File: config.mk
export PLATFORM = sky130hd
export DESIGN_NAME = freq_lock_ctrl
export DESIGN_NICKNAME = d
export VERILOG_FILES = /design/src/rtl/lk_pkg.sv /design/src/rtl/lk_win_timer.sv /design/src/rtl/lk_edge_meter.sv /design/src/rtl/freq_lock_ctrl.sv
export SDC_FILE = /design/constraint.sdc
export NUM_CORES = 1
export LEC_CHECK = 0
export ABC_AREA = 1
export BUFFER_PORTS_ARGS = -buffer_cell sky130_fd_sc_hd__clkbuf_2
export CAP_MARGIN = 30
export CORE_UTILIZATION = 50
export DETAILED_ROUTE_END_ITERATION = 8
export PLACE_DENSITY = 0.68
export SLEW_MARGIN = 40
export SYNTH_ARGS = -nofsm -noshare
export SYNTH_HDL_FRONTEND = slang
export SYNTH_SLANG_ARGS = --single-unit
File: constraint.sdc
create_clock -name clk_ref -period 6.1 [get_ports clk_ref]
set_input_delay 1.83 -clock clk_ref [delete_from_list [all_inputs] [get_ports clk_ref]]
set_output_delay 1.83 -clock clk_ref [all_outputs]
set_load 0.02 [all_outputs]
File: src/rtl/lk_pkg.sv
package lk_pkg;
    typedef enum logic [2:0] {
        ST_TRAIN  = 3'd0,
        ST_TRACK0 = 3'd1,
        ST_TRACK1 = 3'd2,
        ST_LOCKED = 3'd3,
        ST_BYPASS = 3'd4
    } lk_state_e;
endpackage

File: src/rtl/lk_win_timer.sv
module lk_win_timer #(
    parameter int WIN_LOG2 = 12
) (
    input  logic clk_ref,
    input  logic rst_n,
    output logic win_end
);
    logic [WIN_LOG2-1:0] cnt_q;

    always_ff @(posedge clk_ref or negedge rst_n) begin
        if (!rst_n) cnt_q <= '0;
        else        cnt_q <= cnt_q + 1'b1;
    end

    assign win_end = &cnt_q;
endmodule

File: src/rtl/lk_edge_meter.sv
module lk_edge_meter #(
    parameter int WIN_LOG2 = 12,
    parameter int PRE_DIV  = 128,
    parameter int RATIO_HI = 32,
    parameter int RATIO_LO = 8,
    parameter int TOL_PPM  = 500
) (
    input  logic clk_ref,
    input  logic rst_n,
    input  logic rec_div_clk,
    input  logic rate_hi,
    input  logic win_end,
    output logic in_band
);
    localparam int WIN    = 1 << WIN_LOG2;
    localparam int EXP_HI = WIN * RATIO_HI / PRE_DIV;
    localparam int EXP_LO = WIN * RATIO_LO / PRE_DIV;
    localparam int TOL_HI = EXP_HI * TOL_PPM / 1000000 + 1;
    localparam int TOL_LO = EXP_LO * TOL_PPM / 1000000 + 1;
    localparam int CW     = WIN_LOG2 + 1;

    // [0],[1]: synchroniser, [2]: history for edge detect
    logic [2:0]    sync_q;
    logic [CW-1:0] cnt_q;
    logic          rise;
    logic [CW-1:0] total, lo_b, hi_b;

    assign rise = sync_q[1] & ~sync_q[2];

    always_ff @(posedge clk_ref or negedge rst_n) begin
        if (!rst_n) begin
            sync_q <= '0;
            cnt_q  <= '0;
        end else begin
            sync_q <= {sync_q[1:0], rec_div_clk};
            if (win_end) cnt_q <= '0;
            else         cnt_q <= cnt_q + CW'(rise);
        end
    end

    always_comb begin
        total = cnt_q + CW'(rise);
        lo_b  = rate_hi ? CW'(EXP_HI - TOL_HI) : CW'(EXP_LO - TOL_LO);
        hi_b  = rate_hi ? CW'(EXP_HI + TOL_HI) : CW'(EXP_LO + TOL_LO);
        in_band = (total >= lo_b) && (total <= hi_b);
    end
endmodule

File: src/rtl/freq_lock_ctrl.sv
module freq_lock_ctrl
    import lk_pkg::*;
#(
    parameter int WIN_LOG2   = 12,
    parameter int PRE_DIV    = 128,
    parameter int RATIO_HI   = 32,
    parameter int RATIO_LO   = 8,
    parameter int TOL_PPM    = 500,
    parameter int TRAIN_WINS = 4
) (
    input  logic clk_ref,
    input  logic rst_n,
    input  logic rec_div_clk,
    input  logic rate_hi,
    input  logic sig_det,
    input  logic lock_ref_n,
    input  logic test_en,
    output logic train_ref,
    output logic lock,
    output logic mute,
    output logic bad_cfg
);
    localparam int TCW = $clog2(TRAIN_WINS + 1);

    logic            win_end, in_band;
    logic            los, hold, bypass, tracking, locked_st;
    lk_state_e       state_q, state_d;
    logic [TCW-1:0]  tcnt_q;

    lk_win_timer #(.WIN_LOG2(WIN_LOG2)) timer_i (
        .clk_ref (clk_ref),
        .rst_n   (rst_n),
        .win_end (win_end)
    );

    lk_edge_meter #(
        .WIN_LOG2 (WIN_LOG2),
        .PRE_DIV  (PRE_DIV),
        .RATIO_HI (RATIO_HI),
        .RATIO_LO (RATIO_LO),
        .TOL_PPM  (TOL_PPM)
    ) meter_i (
        .clk_ref     (clk_ref),
        .rst_n       (rst_n),
        .rec_div_clk (rec_div_clk),
        .rate_hi     (rate_hi),
        .win_end     (win_end),
        .in_band     (in_band)
    );

    assign los    = ~sig_det | ~lock_ref_n;
    assign bypass = test_en & rate_hi;
    assign hold   = los | (test_en & ~rate_hi);

    // state register
    always_ff @(posedge clk_ref or negedge rst_n) begin
        if (!rst_n) state_q <= ST_TRAIN;
        else        state_q <= state_d;
    end

    // training window counter
    always_ff @(posedge clk_ref or negedge rst_n) begin
        if (!rst_n)                                   tcnt_q <= '0;
        else if (state_q != ST_TRAIN || hold || bypass) tcnt_q <= '0;
        else if (win_end)                             tcnt_q <= tcnt_q + 1'b1;
    end

    // next state: bypass, then hold, then window verdict
    always_comb begin
        state_d = state_q;
        if (bypass) begin
            state_d = ST_BYPASS;
        end else if (hold || state_q == ST_BYPASS) begin
            state_d = ST_TRAIN;
        end else if (win_end) begin
            unique case (state_q)
                ST_TRAIN:  if (tcnt_q == TCW'(TRAIN_WINS - 1)) state_d = ST_TRACK0;
                ST_TRACK0: state_d = in_band ? ST_TRACK1 : ST_TRAIN;
                ST_TRACK1: state_d = in_band ? ST_LOCKED : ST_TRAIN;
                ST_LOCKED: state_d = in_band ? ST_LOCKED : ST_TRAIN;
                default:   state_d = ST_TRAIN;
            endcase
        end
    end

    // outputs
    always_comb begin
        tracking  = 1'b0;
        locked_st = 1'b0;
        unique case (state_q)
            ST_TRACK0, ST_TRACK1: tracking = 1'b1;
            ST_LOCKED: begin
                tracking  = 1'b1;
                locked_st = 1'b1;
            end
            default: ;
        endcase
        train_ref = ~tracking | hold | bypass;
        lock      = locked_st & ~hold & ~bypass;
        mute      = hold & ~bypass;
        bad_cfg   = test_en & ~rate_hi;
    end

    // release only on the boundary that completes training
    a_r3_release_on_count: assert property (@(posedge clk_ref) disable iff (!rst_n)
        (state_q == ST_TRACK0 && $past(state_q) == ST_TRAIN)
            |-> ($past(win_end) && $past(tcnt_q) == TCW'(TRAIN_WINS - 1)));

    // lock state is entered only from the one-good-window state at a boundary
    a_r4_lock_from_track1: assert property (@(posedge clk_ref) disable iff (!rst_n)
        (state_q == ST_LOCKED && $past(state_q) != ST_LOCKED)
            |-> ($past(state_q) == ST_TRACK1 && $past(win_end)));

    // leaving lock goes back to training (or bypass)
    a_r5_unlock_to_train: assert property (@(posedge clk_ref) disable iff (!rst_n)
        ($past(state_q) == ST_LOCKED && state_q != ST_LOCKED)
            |-> (state_q == ST_TRAIN || state_q == ST_BYPASS));

    // loss of signal blocks lock and mutes data
    a_r6_los_mutes: assert property (@(posedge clk_ref) disable iff (!rst_n)
        ((!sig_det || !lock_ref_n) && !(test_en && rate_hi)) |-> (!lock && mute));

    // bypass keeps the loop on the reference
    a_r7_bypass_ref: assert property (@(posedge clk_ref) disable iff (!rst_n)
        (test_en && rate_hi) |=> (state_q == ST_BYPASS));

    // illegal configuration is flagged and held
    a_r8_bad_cfg_hold: assert property (@(posedge clk_ref) disable iff (!rst_n)
        (test_en && !rate_hi) |=> (state_q == ST_TRAIN));
endmodule

==> qor.yml <==
timing:
  drv_slew: 0
  worstMarginPinSlew_ns: 0.545
  hold_slack_ns: 0.355
  period_share_pct: 70.3
  slew-limit-headroom_pct: 63.6
  finalHoldViolations: 0
  clock_skew_ns: 0.00737
  setup-tns-final_ns: 0
  setup_viol: 0
  max_freq_mhz: 233
  fin_crit_ns: 4.29
  rsz0062_at_grt: "false"
finish:
  design_area_mm2: 0.00203
  fin_util_pct: 59.1
  syn_to_final_growth_pct: 9.79
  drive_above_1_share_pct: 11.4
  nFillCells: 322
  n_antenna_cell: 0
  num-nets-final: 261
power_and_ir_drop:
  seqPwrFrac_pct: 51.1
  switchingPower_w: 0.000167
  combPwrFrac_pct: 20.0
  fin_total_pwr_w: 0.000528
  peakVddDrop_uv: 183
  switching_share_pct: 31.7
  power_density_mw_per_mm2: 259
  p_leak_nw: 1.11
  intPower_w: 0.000360
  clockPowerShare_pct: 28.9
floorplanning:
  fp.dieArea_mm2: 0.00395
  die_y_um: 62.9
  die-width_um: 62.9
  start_util_pct: 53.8
  row_count: 21
  pin_count: 11
  core_mm2: 0.00344
status:
  status: "completed"
yosys:
  syn_avg_cell_area_um2: 8.09
  synth_top_cell_area_share_pct: 45.9
  synthArstFlopShare_pct: 100
  syn-num-nets: 245
  ys_warn_count: 0
  synthCells: 229
  ys_seq_area_share_pct: 45.9
  ys_types: 22
  yosys_register_bits: 34
  yosys-top-cells-area: "dfrtp_1, nand2_1, inv_1"
  synth.most_common_cell: "nand2_1"
  synth.largest_area_cell: "dfrtp_1"
  mappedNetlistArea_mm2: 0.00185
  synth.top_cells.by_count: "nand2_1, inv_1, dfrtp_1"
  synthFlopType: "dfrtp_1"
  synth_edf_count: 0
clock_network:
  cts_tree: "built"
  clock_sinks: 34
  cts_buffer_depth: 2
  clockRootBuffer: "clkbuf_8"
  cts_buffers: 5
  hold_buffers: 0
  postCtsSetupRepairBufs: 0
  post_cts_resized: 0
  clk_pin_slew_ns: 0.06
  clk-insertion-delay-late_ns: 0.29
  h-tree-depth: 2
placed_design:
  gp_congestion: 0.873
  dp_hpwl_um: 2370
  portBuffers: 10
  dpl-instance-area_mm2: 0.00195
hold_path:
  hold_path_class: "reg -> reg"
global_routing:
  track_usage_pct: 18.6
  grt_pass1_vias: 1383
  antenna_found_initial: 0
  grt_max_degree: 35
  grt_pass1_wl_um: 5530
  globalRouteOverflowTotal: 0
drt:
  drcViolationCount: 0
  ant_nets: 0
  dr_total_vias: 1374
  firstDrtPassIters: 4
  viasPerCell: 4.72
  finalWirelength_um: 3110
  routedWlPerCell_um: 10.7
  drt_iter0_markers: 58
critical_path:
  path_class: "in -> out"
  required_ns: 4.27
  worst_ep_arrival_time_ns: 2.46
  crit_path_max_fanout: 3
  start_kind: "input port"
  end_kind: "output port"
flow_run:
  drv_cap: 0
## placed cells by master, fill, tap and decap left out
cell       Yosys  layout
clkbuf_2       0       9
xor2_1        10      10
ha_1           9       9
nand3_1       18      18
xnor2_2        1       1
nand3_2        3       3
nand2_1       54      54
o2111ai_1      1       1
nor2_1        33      33
dfrtp_1       34      34
o21ai_0        4       4
nor2_2         2       2
o21bai_1       2       2
xnor2_1        3       3
clkinv_2       0       2
nor2_4         2       2
nor3_1         1       1
buf_4          1       1
nor3_4         1       1
clkbuf_8       0       5
nand4_1        3       3
nand2_2        2       2
inv_1         40      40
a21oi_1        4       4
clkinv_1       1       1
## state kept, by name, indices dropped and copies added, names as in the netlist
signal and count:
meter_i.cnt_q 13, timer_i.cnt_q 12, meter_i.sync_q 3, state_q 3, tcnt_q 3
## metrics by stage
step | setup WS [ns] | instances
3_5_place_dp | 1.81 | 284
4_1_cts | 1.80 | 291
3_3_place_gp | 1.84 | 284
6_report | 1.81 | 291
2_1_floorplan | 1.90 | 229
5_1_grt | 1.74 | 291
## cells by family (layout without fill, tap and decap cells)
logic type               after synthesis  count (layout)  share of synthesized area [%]
flip-flops                            34              34                           45.9
adder cells (fa/ha/maj)                9               9                           6.08
AND/OR/NAND/NOR                      119             119                           28.8
AO/OA/AOI/OAI                         11              11                           3.44
buffers and inverters                 42              58                           8.71
XOR/XNOR                              14              14                           7.02
## worst paths after layout
path                                              from                     endpoint  slack [ns]  cells after the start
setup / recovery                               test_en                         mute        1.81                      6
hold / removal             meter_i.sync_q[0]$_DFF_PN0_  meter_i.sync_q[1]$_DFF_PN0_        0.36                      0
setup reg to reg           meter_i.sync_q[1]$_DFF_PN0_       state_q[1]$_DFFE_PN0P_        3.13                     21
hold reg to reg            meter_i.sync_q[0]$_DFF_PN0_  meter_i.sync_q[1]$_DFF_PN0_        0.36                      0
max in group asynchronous                        rst_n        tcnt_q[0]$_DFFE_PN0P_        4.33                      1
min in group asynchronous                        rst_n   meter_i.cnt_q[2]$_DFF_PN0_        1.47                      1
## layer usage
layer	vias up	wire (um)	global-route usage [%]	part of all wire (%)
li1	733	-	-	-
met1	617	1450	20.4	47
met2	15	1480	31.5	48
met3	9	96	5.66	3.1
met4	0	83	10.8	2.7
met5	-	0	0	0
## layout make-up
class	count	area, um^2	area share (%)
Clock inverter	2	10.0	0.492
Clock buffer	5	68.8	3.38
Tap cell	46	57.6	2.83
Multi-Input combinational cell	153	841	41.3
Timing Repair Buffer	10	52.6	2.58
Inverter	41	154	7.56
Sequential cell	34	851	41.8
## worst max-delay path: stages
cell	delay, ns
clkbuf_2	0.09
inv_1	0.06
nand3_1	0.11
inv_1	0.08
a21oi_1	0.12
clkbuf_2	0.18
## power by group through the flow
stage / Sequential (W) / Clock (W) / Combinational [W]
final: 0.000270 / 0.000153 / 0.000105
after CTS: 0.000269 / 0.000160 / 0.000107
after global routing: 0.000272 / 0.000168 / 0.000125
after floorplan: 0.000268 / 0 / 0.0000822
after global placement: 0.000271 / 0 / 0.000104
after detailed placement: 0.000273 / 0 / 0.000106
Note: power is estimated with default switching activity, not from simulation.
